## config.mk

```make
export PLATFORM = sky130hd
export DESIGN_NAME = pos_byte_readout
export DESIGN_NICKNAME = d
export VERILOG_FILES = /design/src/rtl/pos_rd_pkg.sv /design/src/rtl/pos_inhibit.sv /design/src/rtl/pos_latch.sv /design/src/rtl/pos_byte_mux.sv /design/src/rtl/pos_byte_readout.sv
export SDC_FILE = /design/constraint.sdc
export NUM_CORES = 1
export LEC_CHECK = 0
export BUFFER_PORTS_ARGS = -buffer_cell sky130_fd_sc_hd__buf_2
export CAP_MARGIN = 25
export CORE_ASPECT_RATIO = 1.4
export CORE_UTILIZATION = 47
export CTS_CLUSTER_DIAMETER = 120
export DETAILED_ROUTE_END_ITERATION = 8
export GPL_ROUTABILITY_DRIVEN = 0
export PLACE_DENSITY = 0.78
export SYNTH_ARGS = -nofsm -noshare
export SYNTH_HDL_FRONTEND = slang
export SYNTH_SLANG_ARGS = --single-unit
```

## constraint.sdc

```tcl
create_clock -name clk_i -period 1.2 [get_ports clk_i]
set_input_delay 0.12 -clock clk_i [delete_from_list [all_inputs] [get_ports clk_i]]
set_output_delay 0.12 -clock clk_i [all_outputs]
set_load 0.02 [all_outputs]
```

## src/rtl/pos_rd_pkg.sv

```systemverilog
package pos_rd_pkg;
  localparam int unsigned N_BYTES = 4;
  localparam int unsigned IDX_W   = $clog2(N_BYTES);

  // select code of the byte that ends a read
  localparam logic [1:0] SEL_LSB = 2'b10;

  // non-sequential code to byte index: 01->3, 11->2, 00->1, 10->0
  function automatic logic [IDX_W-1:0] byte_idx(input logic [1:0] sel);
    return {sel[0], ~sel[1]};
  endfunction
endpackage

```

## src/rtl/pos_inhibit.sv

```systemverilog
module pos_inhibit (
  input  logic clk_i,
  input  logic rst_ni,
  input  logic rd_i,
  input  logic lsb_i,
  input  logic oe_ni,
  output logic inh_o
);
  logic inh_q, lsb_q;

  // sampled on the falling edge
  always_ff @(negedge clk_i or negedge rst_ni) begin
    if (!rst_ni) begin
      inh_q <= 1'b0;
      lsb_q <= 1'b0;
    end else if (rd_i) begin
      inh_q <= 1'b1;
      if (lsb_i) lsb_q <= 1'b1;
    end else if (oe_ni && inh_q && lsb_q) begin
      inh_q <= 1'b0;
      lsb_q <= 1'b0;
    end
  end

  assign inh_o = inh_q;

  p_set_on_read_r3: assert property (@(negedge clk_i) disable iff (!rst_ni)
    rd_i |=> inh_q);
  p_hold_until_lsb_r4: assert property (@(negedge clk_i) disable iff (!rst_ni)
    (inh_q && !lsb_q && !(rd_i && lsb_i)) |=> inh_q);
  p_release_r9: assert property (@(negedge clk_i) disable iff (!rst_ni)
    (inh_q && lsb_q && oe_ni) |=> !inh_q);
endmodule

```

## src/rtl/pos_latch.sv

```systemverilog
module pos_latch #(
  parameter int unsigned CNT_W = 32
) (
  input  logic             clk_i,
  input  logic             rst_ni,
  input  logic             inh_i,
  input  logic [CNT_W-1:0] cnt_i,
  output logic [CNT_W-1:0] lat_o
);
  logic [CNT_W-1:0] lat_q;

  always_ff @(posedge clk_i or negedge rst_ni) begin
    if (!rst_ni)     lat_q <= '0;
    else if (!inh_i) lat_q <= cnt_i;
  end

  assign lat_o = lat_q;

  p_frozen_r3: assert property (@(posedge clk_i) disable iff (!rst_ni)
    inh_i |=> $stable(lat_q));
  p_tracks_r2: assert property (@(posedge clk_i) disable iff (!rst_ni)
    !inh_i |=> lat_q == $past(cnt_i));
endmodule

```

## src/rtl/pos_byte_mux.sv

```systemverilog
module pos_byte_mux
  import pos_rd_pkg::*;
#(
  parameter int unsigned BYTE_W = 8,
  localparam int unsigned CNT_W = N_BYTES * BYTE_W
) (
  input  logic [CNT_W-1:0]  lat_x_i,
  input  logic [CNT_W-1:0]  lat_y_i,
  input  logic              axis_i,
  input  logic [1:0]        sel_i,
  input  logic              en_i,
  output logic [BYTE_W-1:0] data_o
);
  logic [CNT_W-1:0]  word;
  logic [BYTE_W-1:0] bytes [N_BYTES];

  assign word = axis_i ? lat_y_i : lat_x_i;

  for (genvar b = 0; b < N_BYTES; b++) begin : g_byte
    assign bytes[b] = word[b*BYTE_W +: BYTE_W];
  end

  assign data_o = en_i ? bytes[byte_idx(sel_i)] : '0;
endmodule

```

## src/rtl/pos_byte_readout.sv

```systemverilog
module pos_byte_readout
  import pos_rd_pkg::*;
#(
  parameter int unsigned BYTE_W = 8,
  localparam int unsigned CNT_W = N_BYTES * BYTE_W
) (
  input  logic              clk_i,
  input  logic              rst_x_ni,
  input  logic              rst_y_ni,
  input  logic [CNT_W-1:0]  cnt_x_i,
  input  logic [CNT_W-1:0]  cnt_y_i,
  input  logic              oe_ni,
  input  logic [1:0]        byte_sel_i,
  input  logic              axis_sel_i,
  output logic [BYTE_W-1:0] data_o,
  output logic              data_en_o
);
  localparam int unsigned N_AX = 2;

  logic             rst_n [N_AX];
  logic [CNT_W-1:0] cnt   [N_AX];
  logic [CNT_W-1:0] lat   [N_AX];
  logic             inh   [N_AX];

  assign rst_n[0] = rst_x_ni;
  assign rst_n[1] = rst_y_ni;
  assign cnt[0]   = cnt_x_i;
  assign cnt[1]   = cnt_y_i;

  for (genvar a = 0; a < N_AX; a++) begin : g_axis
    logic rd;
    assign rd = !oe_ni && (axis_sel_i == 1'(a));

    pos_inhibit u_inh (
      .clk_i (clk_i),
      .rst_ni(rst_n[a]),
      .rd_i  (rd),
      .lsb_i (byte_sel_i == SEL_LSB),
      .oe_ni (oe_ni),
      .inh_o (inh[a])
    );

    pos_latch #(.CNT_W(CNT_W)) u_lat (
      .clk_i (clk_i),
      .rst_ni(rst_n[a]),
      .inh_i (inh[a]),
      .cnt_i (cnt[a]),
      .lat_o (lat[a])
    );

    // a read of one axis leaves the other axis tracking
    p_other_axis_r8: assert property (@(negedge clk_i) disable iff (!rst_n[a])
      (!inh[a] && !oe_ni && (axis_sel_i != 1'(a))) |=> !inh[a]);
  end

  pos_byte_mux #(.BYTE_W(BYTE_W)) u_mux (
    .lat_x_i(lat[0]),
    .lat_y_i(lat[1]),
    .axis_i (axis_sel_i),
    .sel_i  (byte_sel_i),
    .en_i   (!oe_ni),
    .data_o (data_o)
  );

  assign data_en_o = !oe_ni;

  always_comb begin
    if (oe_ni) p_idle_bus_r7: assert (data_o == '0);
  end
endmodule

```

==> impl_metrics.env, run 1 <==
export IMPL_r2r_start="g_axis[1].u_inh.inh_o"
export IMPL_worstPathCellList="buf_4 > clkbuf_16 > mux2_2"
export IMPL_io_buffer_count=79
export IMPL_whs_ns=0.00958
export IMPL_critPathRequiredTime_ns=1.43
export IMPL_syn_num_nets=271
export IMPL_synth_distinct_cells=21
export IMPL_vdd_drop_max_v=0.00108
export IMPL_pin_count=80
export IMPL_dr_pass1_iters=4
export IMPL_clk_pin_slew_ns=0.07
export IMPL_hold_path_class="input port to register"
export IMPL_rsz0062_at_grt="true"
export IMPL_critPathMaxFanout=5
export IMPL_clkSinkCount=68
export IMPL_setup_viol=72
export IMPL_crit_type="register to register"
export IMPL_dpl_instance_area_mm2=0.00365
export IMPL_yosysWarnings=0
export IMPL_cp_buffers_inverters=2
export IMPL_slew_violations=0
export IMPL_fin_cells=412
export IMPL_met1_usage_pct=29.1
export IMPL_diodes=0
export IMPL_vias=2206
export IMPL_dieArea_mm2=0.00686
export IMPL_dp_cells=356
export IMPL_avgViaCountPerCell=5.35
export IMPL_start_util_pct=49.1
export IMPL_grtUsageTotal_pct=23.5
export IMPL_final_cell_mix="71 x buf_2, 64 x dfrtp_1, 45 x mux2_2"
export IMPL_n_fill_cell=412
export IMPL_cap_viol_max_count=0
export IMPL_critPathTopFamily="flip-flops"
export IMPL_final_common_cell="buf_2"
export IMPL_coreArea_mm2=0.00625
export IMPL_ys_seq_area_share_pct=55.5
export IMPL_p_leak_nw=2.09
export IMPL_cts_root_buf="clkbuf_8"
export IMPL_fp_dieH_um=97.6
export IMPL_wl_um=7880
export IMPL_start_kind="register"
export IMPL_drc=0
export IMPL_cts_tree="built"
export IMPL_critPathMaxStageDelay_ns=0.41
export IMPL_netlist_instances=200
export IMPL_violations="setup timing"
export IMPL_nets=406
export IMPL_critPathArrivalTime_ns=1.98
export IMPL_clkLatencyLatePin_ns=0.34
export IMPL_ant_nets=0
export IMPL_slowest_stage="dfrtn_1"
export IMPL_startpoint="g_axis[1].u_inh.inh_o"
export IMPL_synth_avg_cell_area_um2=15.3
export IMPL_met3_usage_pct=5.19
export IMPL_tightestPinTransition_ns=0.282
export IMPL_use_met2_pct=38.5
export IMPL_drt_iter0_drc=101
export IMPL_grt_overflow=0
export IMPL_cp_end_kind="register"
export IMPL_synthesis_area_mm2=0.00307
export IMPL_status="finished with violations"
export IMPL_grt_max_degree=27
export IMPL_first_global_vias=2417
export IMPL_synth_seq_cells=68
export IMPL_finalInstanceArea_mm2=0.00447
export IMPL_grt_pass1_wl_um=12000
export IMPL_fin_util_pct=71.5
export IMPL_antenna_found_initial=0
export IMPL_drive_gt1_share_pct=68.8
export IMPL_hold_viol=0
export IMPL_fin_skew_ns=0.0178
export IMPL_h_tree_depth=3
export IMPL_setup_slack_ns=-0.558
export IMPL_placementRows=34
export IMPL_final_setup_tns_ns=-37.03
export IMPL_hpwl_um=4910
export IMPL_power_density_mw_per_mm2=1940
export IMPL_grt_busiest_layer="met2"
export IMPL_dieWidth_um=70.3
export IMPL_post_drt_wl_per_cell_um=19.1
export IMPL_min_from="cnt_y_i[19]"
export IMPL_area_delta_synth_final_pct=45.8
export IMPL_clock_path_buffers=2
export IMPL_slew_headroom_pct=81.2
export IMPL_numCtsBuffers=9
==> cells in the mapped netlist <==
master | n | area (µm²)
dfrtp_1 | 64 | 1600
mux2_2 | 64 | 721
nand2_1 | 17 | 63.8
mux4_2 | 16 | 360
buf_2 | 9 | 45.0
a21oi_2 | 7 | 61.3
dfrtn_1 | 4 | 100
inv_1 | 3 | 11.3
a21oi_1 | 2 | 10.0
buf_4 | 2 | 15.0
buf_6 | 2 | 22.5
a31oi_1 | 1 | 6.26
clkbuf_1 | 1 | 3.75
inv_2 | 1 | 3.75
nor2_1 | 1 | 3.75
nor2b_1 | 1 | 6.26
nor3b_1 | 1 | 7.51
o21ai_0 | 1 | 5.00
o21ai_1 | 1 | 5.00
o22ai_1 | 1 | 6.26
o2bb2ai_1 | 1 | 8.76
==> what timing repair did <==
item | in CTS | in global routing
endpoints found under the hold margin | 84 | 2
buffers inserted | 7 | 4
pin swaps | 18 | 6
endpoints found under the setup margin | 72 | 72
cloned | 1 | 4
gates resized for setup | 33 | 20
hold buffers | 22 | 2
==> state kept, by name, summed over array words and instances, names as in the netlist <==
register            count
g_axis.u_lat.lat_o     64
g_axis.u_inh.lsb_q      2
g_axis.u_inh.inh_o      2
==> cell families (layout without fill, tap and decap cells) <==
group	count (synthesis)	in the layout	synth area share [%]
buffers and inverters	18	158	3.30
multiplexers	80	80	35.2
flip-flops	68	68	55.5
AND/OR/NAND/NOR	20	20	2.65
AO/OA/AOI/OAI	14	14	3.34
==> power by group <==
part           leakage [nW]  internal, mW  switching, mW
clock network         0.122          1.33          0.858
logic                  1.17          1.84          0.997
registers             0.793          3.17          0.470
total                  2.09          6.34           2.32
==> cell type report <==
class,instances,area (µm²),share of cell area (%)
inverter,4,15.0,0.336
timing repair buffer,138,1050,23.5
clock buffer,12,165,3.69
multi-input combinational,114,1380,30.8
clock inverter,4,70.1,1.57
sequential,68,1700,38.1
tap,72,90.1,2.01
==> worst paths after layout <==
| path | endpoint | slack [ns] | depth (start not counted) |
|---|---|---|---|
| max | g_axis[1].u_lat.lat_o[3] | -0.56 | 3 |
| min | g_axis[1].u_lat.lat_o[19] | 0.01 | 2 |
| max reg2reg | g_axis[1].u_lat.lat_o[3] | -0.56 | 3 |
| min reg2reg | g_axis[1].u_inh.inh_o | 0.44 | 2 |
| max in group asynchronous | g_axis[0].u_inh.inh_o | 0.38 | 2 |
| min in group asynchronous | g_axis[1].u_lat.lat_o[6] | 0.35 | 3 |
==> metal layers <==
layer	wire, µm	vias up	part of all wire, %
met2	4140	72	53
met1	3170	1117	40
met4	279	0	3.5
li1	-	998	-
met3	295	19	3.7
met5	0	-	0
==> per-stage QoR <==
step / worst slack (ns) / power (mW)
finish: -0.558 / 8.67
global placement: -0.514 / 5.65
floorplan: -0.488 / 5.17
detailed placement: -0.541 / 5.78
global route: -0.584 / 9.08
CTS: -0.531 / 8.35
Power figures use the tool's default switching activity.
==> inputs of run 2 (changes only) <==
==> constraint.sdc (replaced) <==
create_clock -name clk_i -period 1.2 [get_ports clk_i]
set_input_delay 0.18 -clock clk_i [delete_from_list [all_inputs] [get_ports clk_i]]
set_output_delay 0.18 -clock clk_i [all_outputs]
set_load 0.02 [all_outputs]
==> impl_metrics.env, run 2 (synthesized netlist as in run 1, its figures left out) <==
export IMPL_vdd_drop_max_v=0.00119
export IMPL_ant_nets=0
export IMPL_p_leak_nw=2.15
export IMPL_dr_pass1_iters=4
export IMPL_r2r_start="g_axis[0].u_inh.inh_o"
export IMPL_rsz0062_at_grt="true"
export IMPL_io_buffer_count=79
export IMPL_final_common_cell="buf_2"
export IMPL_setup_slack_ns=-0.572
export IMPL_critPathRequiredTime_ns=1.44
export IMPL_numCtsBuffers=9
export IMPL_placementRows=34
export IMPL_dieWidth_um=70.3
export IMPL_pin_count=80
export IMPL_nets=392
export IMPL_coreArea_mm2=0.00625
export IMPL_wl_um=8360
export IMPL_cp_endpoint="g_axis[0].u_lat.lat_o[2]"
export IMPL_dieArea_mm2=0.00686
export IMPL_power_internal_mw=6.28
export IMPL_detailedPlace_worstSlack_ns=-0.537
export IMPL_setup_viol=72
export IMPL_antenna_found_initial=0
export IMPL_final_cell_mix="70 x buf_2, 64 x dfrtp_1, 44 x mux2_4"
export IMPL_p_sw_share_pct=28.6
export IMPL_start_kind="register"
export IMPL_startpoint="g_axis[0].u_inh.inh_o"
export IMPL_area_delta_synth_final_pct=43.6
export IMPL_hold_path_class="input port to register"
export IMPL_crit_type="register to register"
export IMPL_cts_tree="built"
export IMPL_power_density_mw_per_mm2=2000
export IMPL_ff2ff_setup_slack_ns=-0.57
export IMPL_grt_overflow=0
export IMPL_power_frac_seq_pct=42.0
export IMPL_fin_skew_ns=0.0274
export IMPL_grt_max_degree=28
export IMPL_drt_iter0_drc=90
export IMPL_tightestPinTransition_ns=0.326
export IMPL_largest_reg_flops=64
export IMPL_slew_violations=0
export IMPL_status="finished with violations"
export IMPL_critPathMaxFanout=9
export IMPL_p_switching_mw=2.51
export IMPL_diodes=0
export IMPL_clkLatencyLatePin_ns=0.36
export IMPL_r2r_end="g_axis[0].u_lat.lat_o[2]"
export IMPL_post_drt_wl_per_cell_um=21.1
export IMPL_comb_power_share_pct=36.9
export IMPL_cts_root_buf="clkbuf_8"
export IMPL_power_share_clock_pct=21.1
export IMPL_clock_path_buffers=2
export IMPL_r2r_cells=3
export IMPL_first_global_vias=2282
export IMPL_grtUsageTotal_pct=21.8
export IMPL_cp_end_kind="register"
export IMPL_hold_viol=0
export IMPL_avgViaCountPerCell=5.54
export IMPL_clk_pin_slew_ns=0.08
export IMPL_drive_gt1_share_pct=74.2
export IMPL_violations="setup timing"
export IMPL_clkSinkCount=68
export IMPL_slew_headroom_pct=78.3
export IMPL_grt_pass1_wl_um=11100
export IMPL_critPathArrivalTime_ns=2.01
export IMPL_vias=2200
export IMPL_h_tree_depth=3
export IMPL_fp_dieH_um=97.6
export IMPL_total_power_mw=8.79
export IMPL_drc=0
export IMPL_start_util_pct=49.1
export IMPL_cap_viol_max_count=0
export IMPL_hpwl_um=4880
==> run 2: worst min-delay path by stage <==
stage	endpoint	start	slack (ns)	cells past startpoint
after floorplan	g_axis[0].u_lat.lat_o[0]	rst_x_ni	-0.12	0
after global placement	g_axis[0].u_lat.lat_o[1]	rst_x_ni	0.08	1
after detailed placement	g_axis[0].u_lat.lat_o[9]	rst_x_ni	0.09	1
after CTS	g_axis[0].u_lat.lat_o[15]	cnt_x_i[15]	0.05	2
after global routing	g_axis[1].u_lat.lat_o[5]	cnt_y_i[5]	0.04	2
final	g_axis[1].u_lat.lat_o[5]	cnt_y_i[5]	0.05	2
==> run 2: worst max-delay path, stage by stage, from the launching register on <==
cell and delay (ns):
dfrtn_1 0.44, buf_4 0.14, clkbuf_16 0.16, mux2_2 0.33
==> run 2: cell type report <==
| cell class | instances | area [µm²] |
|---|---|---|
| Fill cell | 385 | 1850 |
| Clock buffer | 14 | 183 |
| Tap cell | 72 | 90.1 |
| Inverter | 4 | 15.0 |
| Timing Repair Buffer | 124 | 936 |
| Sequential cell | 68 | 1700 |
| Multi-Input combinational cell | 114 | 1470 |
| Clock inverter | 1 | 5.00 |
==> run 2: layer usage <==
layer,track usage (%),up-vias,wire (µm)
li1,-,960,-
met4,9.08,0,232
met3,4.77,20,423
met1,26.9,1136,3450
met5,0,-,0
met2,36.6,84,4260
==> run 2: timing repair <==
action                                 4_1_cts  5_1_grt
buffers inserted                             0       16
resized for setup                           26       53
pin swaps                                   19        3
setup endpoints to repair                   72       74
endpoints found under the hold margin       40        0
hold buffers                                 2        0
cloned                                       0        6
==> run 2: power groups by stage <==
stage | registers (mW) | clock network, mW | logic (mW)
2_1_floorplan | 3.46 | 0 | 1.72
3_3_place_gp | 3.60 | 0 | 2.09
3_5_place_dp | 3.66 | 0 | 2.18
4_1_cts | 3.62 | 1.84 | 2.31
5_1_grt | 3.77 | 1.97 | 3.42
6_report | 3.69 | 1.85 | 3.25
==> run 2: per-stage QoR <==
step	instances	utilization [%]	instance area (µm²)	setup TNS, ns	hold slack, ns
floorplan	200	-	3160	-30.34	-0.116
detailed placement	358	59.1	3700	-36.84	0.0875
finish	397	70.4	4400	-37.90	0.0475
global route	397	70.4	4400	-39.08	0.0447
CTS	375	63.6	3980	-36.37	0.0492
global placement	358	59.1	3700	-35.89	0.0782
==> inputs of run 3 (changes only) <==
- ABC_AREA: default -> 1
- CORE_UTILIZATION: 47 -> 48
==> impl_metrics.env, run 3 <==
export IMPL_setup_viol=73
export IMPL_nets=649
export IMPL_vias=3601
export IMPL_grtUsageTotal_pct=26.9
export IMPL_r2r_start="g_axis[1].u_inh.inh_o"
export IMPL_min_from="cnt_x_i[7]"
export IMPL_placementRows=35
export IMPL_clkLatencyLatePin_ns=0.35
export IMPL_finalInstanceArea_mm2=0.00504
export IMPL_async_flop_share_pct=100
export IMPL_drive_gt1_share_pct=60.8
export IMPL_fp_dieH_um=101
export IMPL_drt_iter0_drc=374
export IMPL_numCtsBuffers=9
export IMPL_critPathRequiredTime_ns=1.46
export IMPL_cts_tree="built"
export IMPL_ff2ff_setup_slack_ns=-0.50
export IMPL_clock_path_buffers=2
export IMPL_yosysWarnings=0
export IMPL_yosysMostFrequentCell="nand2_1"
export IMPL_violations="setup timing"
export IMPL_synth_flop_cell="dfrtp_1"
export IMPL_p_leak_nw=2.57
export IMPL_r2r_end="g_axis[1].u_lat.lat_o[8]"
export IMPL_synth_avg_cell_area_um2=7.73
export IMPL_coreArea_mm2=0.00670
export IMPL_clk_pin_slew_ns=0.07
export IMPL_regArea_mm2=0.00170
export IMPL_cap_viol_max_count=0
export IMPL_grt_pass1_wl_um=14800
export IMPL_slew_violations=0
export IMPL_power_share_clock_pct=17.3
export IMPL_dr_pass1_iters=5
export IMPL_critPathArrivalTime_ns=1.96
export IMPL_tightestPinTransition_ns=0.406
export IMPL_diodes=0
export IMPL_start_kind="register"
export IMPL_synth_distinct_cells=20
export IMPL_h_tree_depth=3
export IMPL_synth_edf_count=0
export IMPL_largest_reg_flops=64
export IMPL_critPathMaxFanout=32
export IMPL_area_delta_synth_final_pct=49.6
export IMPL_hold_depth=3
export IMPL_hold_path_class="input port to register"
export IMPL_pin_count=80
export IMPL_multi_input_area_mm2=0.00166
export IMPL_hpwl_um=5490
export IMPL_final_common_cell="nand2_1"
export IMPL_synth_seq_cells=68
export IMPL_worstHoldEndpoint="g_axis[0].u_lat.lat_o[7]"
export IMPL_power_frac_seq_pct=36.6
export IMPL_dieArea_mm2=0.00736
export IMPL_p_switching_mw=3.80
export IMPL_final_setup_tns_ns=-28.99
export IMPL_r2r_cells=3
export IMPL_start_util_pct=50.3
export IMPL_p_sw_share_pct=38.6
export IMPL_drc=0
export IMPL_wl_um=11500
export IMPL_io_buffer_count=79
export IMPL_yosys_area_top_type="dfrtp_1"
export IMPL_synth_common_cells="130 x nand2_1, 65 x inv_1, 64 x dfrtp_1, 64 x o21ai_1, 36 x nand3_1"
export IMPL_vdd_drop_max_v=0.00134
export IMPL_avgViaCountPerCell=5.34
export IMPL_synth_top_area_share_pct=47.5
export IMPL_post_drt_wl_per_cell_um=17.1
export IMPL_cp_end_kind="register"
export IMPL_netlist_instances=436
export IMPL_comb_power_share_pct=46.1
export IMPL_cts_root_buf="clkbuf_8"
export IMPL_dpl_instance_area_mm2=0.00383
export IMPL_power_internal_mw=6.06
export IMPL_final_cell_mix="72 x nand2_1, 71 x buf_2, 66 x nand2_2"
export IMPL_crit_type="register to register"
export IMPL_clkSinkCount=68
export IMPL_power_density_mw_per_mm2=1960
export IMPL_startpoint="g_axis[1].u_inh.inh_o"
export IMPL_fin_skew_ns=0.0176
export IMPL_fin_cells=674
export IMPL_dieWidth_um=72.8
export IMPL_synthTopCellsByArea="dfrtp_1 48%, nand2_1 14%, o21ai_1 9.5%"
export IMPL_antenna_found_initial=0
export IMPL_setup_slack_ns=-0.496
export IMPL_n_fill_cell=416
export IMPL_ys_seq_area_share_pct=50.5
export IMPL_hold_viol=0
export IMPL_grt_max_degree=33
export IMPL_first_global_vias=3169
export IMPL_grt_overflow=0
export IMPL_status="finished with violations"
export IMPL_synthesis_area_mm2=0.00337
export IMPL_ant_nets=0
export IMPL_dp_cells=597
export IMPL_syn_num_nets=507
export IMPL_slew_headroom_pct=72.9
export IMPL_rsz0062_at_grt="true"
==> run 3: cell types whose count changed in the layout (fill, tap and decap cells not counted), sizes merged, moves of 5 or more <==
| cell | previous run | this run |
|---|---|---|
| o21ai | 2 | 64 |
| nand3 | 0 | 40 |
| buf | 118 | 147 |
| nor2 | 1 | 20 |
| mux4 | 16 | 0 |
| a21oi | 9 | 4 |
| inv | 4 | 75 |
| clkbuf | 18 | 13 |
| nand2 | 17 | 144 |
| mux2 | 64 | 0 |
==> run 3: critical path, cell delays in order (launching register included) <==
cell,delay [ns]
dfrtn_1,0.58
buf_6,0.17
inv_8,0.08
o21ai_1,0.18
==> run 3: logic make-up (layout without fill, tap and decap cells) <==
family | after synthesis | count (layout) | synth area share (%)
AOI/OAI and AO/OA | 70 | 70 | 10.5
buffers and inverters | 94 | 240 | 13.1
DFF | 68 | 68 | 50.5
and+or+nand+nor | 204 | 204 | 25.9
==> run 3: how the worst max path moves through the flow <==
stage | end | slack, ns | cells after the start
global placement | g_axis[0].u_lat.lat_o[12] | -0.48 | 3
floorplan | g_axis[0].u_lat.lat_o[14] | -0.27 | 4
CTS | g_axis[0].u_lat.lat_o[30] | -0.32 | 3
finish | g_axis[1].u_lat.lat_o[8] | -0.50 | 3
global route | g_axis[1].u_lat.lat_o[8] | -0.50 | 3
detailed placement | g_axis[0].u_lat.lat_o[12] | -0.51 | 3
==> run 3: power by group through the flow <==
stage	combinational [mW]	clock (mW)	sequential (mW)
2_1_floorplan	1.89	0	3.40
3_3_place_gp	2.30	0	3.42
3_5_place_dp	2.38	0	3.46
4_1_cts	3.29	1.65	3.49
5_1_grt	4.87	1.80	3.68
6_report	4.55	1.70	3.61
==> run 3: timing repair <==
item	in CTS	in global routing
resized for setup	63	149
hold buffers	2	0
pin swaps	29	34
endpoints found under the setup margin	72	73
gates cloned	5	1
buffers inserted	36	18
hold endpoints to repair	64	0
==> run 3: stage by stage <==
step | total power [mW] | utilization, % | worst slack [ns] | hold slack (ns)
final | 9.86 | 75.2 | -0.496 | 0.0351
after global routing | 10.4 | 75.2 | -0.502 | 0.0377
after global placement | 5.72 | 57.2 | -0.477 | 0.282
after detailed placement | 5.84 | 57.2 | -0.511 | 0.286
after CTS | 8.43 | 66.7 | -0.319 | 0.0438
after floorplan | 5.29 | - | -0.269 | -0.116
==> run 3: cell type report <==
type | instances | share of cell area [%]
clock buffer | 13 | 3.15
clock inverter | 2 | 0.199
inverter | 70 | 6.21
multi-input combinational | 274 | 32.8
sequential | 68 | 33.8
timing repair buffer | 149 | 20.2
timing repair inverter | 6 | 1.41
tap | 92 | 2.28
==> run 3: metal layers <==
| layer | up-vias | part of all wire (%) | track usage, % | wire length [µm] |
|---|---|---|---|---|
| met2 | 205 | 51 | 45.6 | 5900 |
| met3 | 58 | 5.8 | 4.48 | 667 |
| li1 | 1627 | - | - | - |
| met5 | - | 0 | 0 | 0 |
| met4 | 0 | 4.7 | 13.1 | 546 |
| met1 | 1711 | 38 | 33.2 | 4410 |
